[src/rtl/async_rx.sv]
module async_rx #(
  parameter int OVS = 16
) (
  input  logic       clk,
  input  logic       rst_n,
  input  logic       tick,
  input  logic       rx_serial,
  input  logic       tx_serial,
  input  logic       loop_en,
  input  logic [1:0] word_len,
  input  logic       par_en,
  input  logic       par_odd,
  input  logic       rd_take,
  output logic [7:0] rdata,
  output logic       rvalid,
  output logic       perr,
  output logic       ferr,
  output logic       brk,
  output logic       oerr
);
  localparam int CW = $clog2(OVS);
  localparam logic [CW-1:0] MID  = CW'(OVS / 2 - 2);
  localparam logic [CW-1:0] LAST = CW'(OVS - 1);

  typedef enum logic [2:0] {S_IDLE, S_START, S_DATA, S_PAR, S_STOP} st_t;

  st_t           st;
  logic [CW-1:0] cnt;
  logic [2:0]    idx;
  logic [7:0]    sh;
  logic          pbit;
  logic          line_q;

  wire       line     = loop_en ? tx_serial : rx_serial;
  wire       at_mid   = tick && cnt == LAST;
  wire [2:0] last_idx = 3'd4 + {1'b0, word_len};
  wire       done     = st == S_STOP && at_mid;
  wire [7:0] word     = sh >> (2'd3 - word_len);
  wire       par_bad  = par_en && (^word ^ pbit ^ par_odd);
  wire       all_low  = word == 8'd0 && (!par_en || !pbit) && !line;

  always_ff @(posedge clk or negedge rst_n)
    if (!rst_n) begin
      st     <= S_IDLE;
      cnt    <= '0;
      idx    <= '0;
      sh     <= '0;
      pbit   <= 1'b0;
      line_q <= 1'b1;
    end else if (tick) begin
      line_q <= line;
      case (st)
        S_IDLE:
          if (line_q && !line) begin
            st  <= S_START;
            cnt <= '0;
          end
        S_START:
          if (cnt == MID) begin
            st  <= line ? S_IDLE : S_DATA;
            cnt <= '0;
            idx <= '0;
          end else cnt <= cnt + CW'(1);
        default:
          if (cnt == LAST) begin
            cnt <= '0;
            case (st)
              S_DATA: begin
                sh  <= {line, sh[7:1]};
                idx <= idx + 3'd1;
                if (idx == last_idx) st <= par_en ? S_PAR : S_STOP;
              end
              S_PAR: begin
                pbit <= line;
                st   <= S_STOP;
              end
              default: st <= S_IDLE;
            endcase
          end else cnt <= cnt + CW'(1);
      endcase
    end

  always_ff @(posedge clk or negedge rst_n)
    if (!rst_n) begin
      rdata  <= '0;
      rvalid <= 1'b0;
      perr   <= 1'b0;
      ferr   <= 1'b0;
      brk    <= 1'b0;
      oerr   <= 1'b0;
    end else if (done) begin
      rdata  <= word;
      rvalid <= 1'b1;
      perr   <= par_bad;
      ferr   <= !line;
      brk    <= all_low;
      oerr   <= rvalid && !rd_take;
    end else if (rd_take && rvalid) begin
      rvalid <= 1'b0;
      perr   <= 1'b0;
      ferr   <= 1'b0;
      brk    <= 1'b0;
      oerr   <= 1'b0;
    end

  AST_GLITCH_DROPPED: assert property (@(posedge clk) disable iff (!rst_n)
    st == S_START && tick && cnt == MID && line |=> st == S_IDLE);
  AST_LAST_BIT_EXIT: assert property (@(posedge clk) disable iff (!rst_n)
    st == S_DATA && at_mid && idx == last_idx |=> st == S_PAR || st == S_STOP);
  AST_BRK_WITH_FERR: assert property (@(posedge clk) disable iff (!rst_n)
    brk |-> ferr);
  AST_FLAGS_NEED_WORD: assert property (@(posedge clk) disable iff (!rst_n)
    (perr || ferr || brk || oerr) |-> rvalid);
  AST_READ_EMPTIES: assert property (@(posedge clk) disable iff (!rst_n)
    rvalid && rd_take && !done |=> !rvalid && $stable(rdata));
  AST_OVERRUN_FLAG: assert property (@(posedge clk) disable iff (!rst_n)
    done && rvalid && !rd_take |=> oerr && rvalid);
  AST_COINCIDENT_READ: assert property (@(posedge clk) disable iff (!rst_n)
    done && rd_take |=> rvalid && !oerr);
  AST_NEEDS_HIGH_FIRST: assert property (@(posedge clk) disable iff (!rst_n)
    st == S_IDLE && !line_q |=> st != S_START);
  AST_IDLE_READ_INERT: assert property (@(posedge clk) disable iff (!rst_n)
    !rvalid && !done |=> !rvalid && $stable(rdata));
endmodule

[config.mk]
export PLATFORM = sky130hd
export DESIGN_NAME = async_rx
export DESIGN_NICKNAME = d
export VERILOG_FILES = /design/src/rtl/async_rx.sv
export SDC_FILE = /design/constraint.sdc
export NUM_CORES = 1
export LEC_CHECK = 0
export ABC_AREA = 1
export BUFFER_PORTS_ARGS = -buffer_cell sky130_fd_sc_hd__buf_2
export CAP_MARGIN = 20
export CORE_ASPECT_RATIO = 0.5
export CORE_MARGIN = 10
export CORE_UTILIZATION = 57
export DETAILED_ROUTE_END_ITERATION = 7
export PLACE_DENSITY = 0.78
export SYNTH_ARGS = -nofsm -noshare
export SYNTH_HDL_FRONTEND = slang
export SYNTH_SLANG_ARGS = --single-unit
[constraint.sdc]
create_clock -name clk -period 2.4 [get_ports clk]
set_clock_uncertainty 0.05 [all_clocks]
set_input_delay 0.12 -clock clk [delete_from_list [all_inputs] [get_ports clk]]
set_output_delay 0.12 -clock clk [all_outputs]
set_load 0.03 [all_outputs]
==> results_tabular.tex <==
\begin{tabular}{lr}
\hline
Metric & Value \\
\hline
\multicolumn{2}{l}{\textbf{Synth}} \\
Average size of a mapped cell & approximately 8.0 um\^{}2 \\
Synthesized net count & around 260 \\
Synth cell count leaders & 72 x sky130\_fd\_sc\_hd\_\_nand2\_1, 32 x sky130\_fd\_sc\_hd\_\_dfrtp\_1, 28 x sky130\_fd\_sc\_hd\_\_inv\_1 \\
Leading register cell type out of synthesis & sky130\_fd\_sc\_hd\_\_dfrtp\_1 \\
Yosys warns & 0 \\
Cell with the most instances after synthesis & sky130\_fd\_sc\_hd\_\_nand2\_1 \\
Unique masters post-synth & 33 \\
FFs w/ async S/R, synth & 100\% \\
Gate Count Post-Synth & 246 \\
Count of flip-flops with a built-in enable after synthesis & 0 \\
Total of flip-flops plus latches after synthesis & 33 \\
Register area share after synthesis & between 40\% and 50\% \\
Area of the mapped netlist & 1970 um\^{}2 \\
Top area cells in the synthesized netlist & sky130\_fd\_sc\_hd\_\_dfrtp\_1 41\%, sky130\_fd\_sc\_hd\_\_nand2\_1 14\%, sky130\_fd\_sc\_hd\_\_o21ai\_2 6.2\% \\
Cell taking the most area after synthesis & sky130\_fd\_sc\_hd\_\_dfrtp\_1 \\
Area share of the largest cell type after synthesis & 40.6\% \\
\multicolumn{2}{l}{\textbf{Clock network}} \\
Number of buffers created by CTS & 5 \\
Clock H-tree levels & 2 \\
Clock latency reported for the late side of the worst-skew pair & 0.29 ns \\
TritonCTS clock tree & built \\
Clk sinks & 33 \\
Clk root buf & sky130\_fd\_sc\_hd\_\_clkbuf\_8 \\
Clock-pin slew on the worst setup and hold paths & 0.07 ns \\
Setup Fix Bufs, Post-CTS & 0 \\
Longest Clk Path Bufs & 2 \\
\multicolumn{2}{l}{\textbf{Power}} \\
Reg power frac & 38.5\% \\
Clock network fraction of total power & between 20\% and 30\% \\
Switching share of power & 37.2\% \\
Cell-internal power & 1.17 mW \\
Portion of total power attributed to combinational logic & 31.7\% \\
Static Leakage & 1.14 nW \\
Sw Pwr & 692 uW \\
Power per cell area & 832 nW/um\^{}2 \\
Peak supply drop & 0.000538 V \\
Overall Power & about 1.9 mW \\
\multicolumn{2}{l}{\textbf{Global routing}} \\
Via count of the first global-routing pass & about 1600 \\
First-pass GRT wire length & between 7 and 8 mm \\
Antenna violations before repair & 0 \\
Overall Global Routing Usage & 14.4\% \\
GRT Residual Overflow & 0 \\
Pin count of the biggest net entering global routing & 34 \\
\multicolumn{2}{l}{\textbf{Critical path}} \\
Nature of the critical path startpoint & register \\
Setup slack, reg-to-reg & 0.50 ns \\
Type of the worst setup path & register to register \\
Worst EP required & 2.54 ns \\
CP arrival & just over 2 ns \\
Critical-path maximum fanout & 3 \\
Nature of the critical path endpoint & register \\
\multicolumn{2}{l}{\textbf{STA}} \\
Fraction of the cycle the final worst path needs & about four fifths \\
Max Slew Vio Count & 0 \\
Max\_slew headroom & 51.0\% \\
Count of endpoints failing hold in the final timing report & 0 \\
Setup repair after global routing missed its margin & false \\
Total of endpoints with negative setup slack in the final report & 0 \\
Fmax & 525 MHz \\
Clock period minus final worst setup slack & 1.90 ns \\
TNS Setup & 0 ns \\
Slew at the pin closest to its max-slew limit & 0.735 ns \\
\multicolumn{2}{l}{\textbf{Routing}} \\
WL/cell & 13.3 um \\
Via total after detailed routing & 1660 \\
Remaining antenna violation count after routing & 0 \\
Aggregate routed wire length & roughly 4.2 mm \\
Number of search-and-repair iterations in the first detailed-routing pass & 4 \\
Initial drt markers & 91 \\
Post-route DRC & 0 \\
Number of vias per cell after detailed routing & 5.27 \\
\multicolumn{2}{l}{\textbf{Placement}} \\
Number of port buffers & 23 \\
Placer's final routability congestion estimate & roughly 0.9 \\
Detail Placement HPWL & 3.14 mm \\
\multicolumn{2}{l}{\textbf{Die}} \\
Number of placed I/O pins & 24 \\
Site row count & 14 \\
Placeable core region & 3150 um\^{}2 \\
Overall die area & 6360 um\^{}2 \\
Initial standard-cell utilization of the core & a little over three fifths \\
Overall die width & 103 um \\
Die Ht & 61.6 um \\
\multicolumn{2}{l}{\textbf{Cells and area}} \\
Layout-stage area growth over the synthesis result & 13.3\% \\
ANT cells & 0 \\
Final \#Nets & 292 \\
Fraction of final layout cells sized beyond drive strength 1 & 23.3\% \\
Number of fill cells in the layout & 251 \\
\multicolumn{2}{l}{\textbf{Min path}} \\
Worst hold path type & input port to register \\
\multicolumn{2}{l}{\textbf{Flow run}} \\
Count of max-cap constraint violations & 0 \\
\multicolumn{2}{l}{\textbf{Run status}} \\
Outcome & finished, final reports clean \\
\hline
\end{tabular}
-- kinds of logic after synthesis --
logic type,Yosys count,share of synthesized area (%)
compound gates,51,16.1
buf+inv,36,8.24
fa+ha+maj,7,4.44
xor+xnor,3,1.33
simple gates,116,28.0
flops,33,41.9
-- metrics by stage --
stage | cell area [um^2] | cells | hold WS (ns) | util, % | setup WS, ns
2_1_floorplan | 1970 | 246 | -0.226 | - | 0.710
3_3_place_gp | 2100 | 305 | 0.167 | 66.6 | 0.608
5_1_grt | 2240 | 315 | 0.0965 | 71.0 | 0.294
3_5_place_dp | 2100 | 305 | 0.183 | 66.6 | 0.527
4_1_cts | 2240 | 315 | 0.0640 | 71.0 | 0.503
6_report | 2240 | 315 | 0.0684 | 71.0 | 0.496
-- layout by cell type (no fill, tap or decap) --
master,Yosys,final
sky130_fd_sc_hd__nand3_4,2,2
sky130_fd_sc_hd__o21ai_1,7,7
sky130_fd_sc_hd__nand4_1,5,5
sky130_fd_sc_hd__nor2_2,2,2
sky130_fd_sc_hd__clkinv_2,1,1
sky130_fd_sc_hd__clkinv_1,1,1
sky130_fd_sc_hd__a21oi_1,8,8
sky130_fd_sc_hd__nor2_1,7,7
sky130_fd_sc_hd__dfstp_2,1,1
sky130_fd_sc_hd__xor2_1,1,1
sky130_fd_sc_hd__inv_4,1,1
sky130_fd_sc_hd__inv_2,1,1
sky130_fd_sc_hd__clkbuf_1,0,1
sky130_fd_sc_hd__nand3b_1,1,1
sky130_fd_sc_hd__o211ai_1,1,1
sky130_fd_sc_hd__nor3_2,1,1
sky130_fd_sc_hd__o21ai_0,18,18
sky130_fd_sc_hd__a21oi_2,1,1
sky130_fd_sc_hd__bufinv_16,0,1
sky130_fd_sc_hd__nand3_1,16,16
sky130_fd_sc_hd__o22ai_1,1,1
sky130_fd_sc_hd__or2_2,2,2
sky130_fd_sc_hd__inv_1,28,28
sky130_fd_sc_hd__dlygate4sd3_1,0,2
sky130_fd_sc_hd__ha_1,7,7
sky130_fd_sc_hd__nand2_2,4,4
sky130_fd_sc_hd__dfrtp_1,32,32
sky130_fd_sc_hd__nand3_2,2,2
sky130_fd_sc_hd__o31ai_1,1,1
sky130_fd_sc_hd__nand2_4,1,1
sky130_fd_sc_hd__clkbuf_8,0,6
sky130_fd_sc_hd__o21ai_2,14,14
sky130_fd_sc_hd__xnor2_1,2,2
sky130_fd_sc_hd__buf_2,1,23
sky130_fd_sc_hd__nand2_1,72,72
sky130_fd_sc_hd__nor2_4,1,1
-- power groups by stage --
stage | sequential (mW) | clock (mW) | combinational, mW
3_5_place_dp | 0.726 | 0 | 0.577
6_report | 0.717 | 0.555 | 0.589
3_3_place_gp | 0.724 | 0 | 0.556
2_1_floorplan | 0.708 | 0 | 0.462
5_1_grt | 0.730 | 0.580 | 0.692
4_1_cts | 0.717 | 0.565 | 0.589
-- per-layer routing --
metal	share of wire, %	global-route usage (%)	vias to the layer above
li1	-	-	859
met1	47	17.1	760
met2	46	24.7	39
met3	5.8	3.80	2
met4	0.65	6.48	0
met5	0	0	-
-- sequential cells by signal, indices dropped and copies added (netlist names), 3 cells and up --
name / count
cnt: 4
idx: 3
sh: 8
st: 3
rdata: 8
-- critical path: stages, from the launching register on --
cell	delay [ns]
sky130_fd_sc_hd__dfrtp_1	0.39
sky130_fd_sc_hd__inv_1	0.11
sky130_fd_sc_hd__o21ai_0	0.10
sky130_fd_sc_hd__o21ai_0	0.33
sky130_fd_sc_hd__ha_1	0.34
sky130_fd_sc_hd__xor2_1	0.15
sky130_fd_sc_hd__nand2_1	0.09
sky130_fd_sc_hd__nand2_1	0.07
sky130_fd_sc_hd__nand2_1	0.05
sky130_fd_sc_hd__nand3_1	0.07
sky130_fd_sc_hd__nand2_1	0.05
-- path summary, 6_finish.rpt --
kind,from,end,cells past startpoint
worst min-delay path,tick,line_q$_DFFE_PN1P_,2
min in group asynchronous,rst_n,st[2]$_DFFE_PN0P_,2
worst min register to register,rdata[0]$_DFFE_PN0P_,rdata[0]$_DFFE_PN0P_,2
worst max register to register,sh[4]$_DFFE_PN0P_,perr$_DFFE_PN0P_,10
max in group asynchronous,rst_n,sh[1]$_DFFE_PN0P_,2
worst max-delay path,sh[4]$_DFFE_PN0P_,perr$_DFFE_PN0P_,10
-- layout make-up --
| type | instances | area, um^2 | area share, % |
|---|---|---|---|
| Sequential cell | 33 | 827 | 37.0 |
| Tap cell | 40 | 50.0 | 2.24 |
| Clock buffer | 7 | 86.3 | 3.86 |
| Timing Repair Buffer | 25 | 135 | 6.04 |
| Clock inverter | 1 | 30.0 | 1.34 |
| Multi-Input combinational cell | 177 | 985 | 44.0 |
| Inverter | 32 | 124 | 5.54 |
-- timing repair --
action	4_1_cts	5_1_grt
endpoints found under the hold margin	34	0
hold buffers	2	0
gates resized for setup	0	0
No activity file was read; power rests on OpenSTA's default activity.
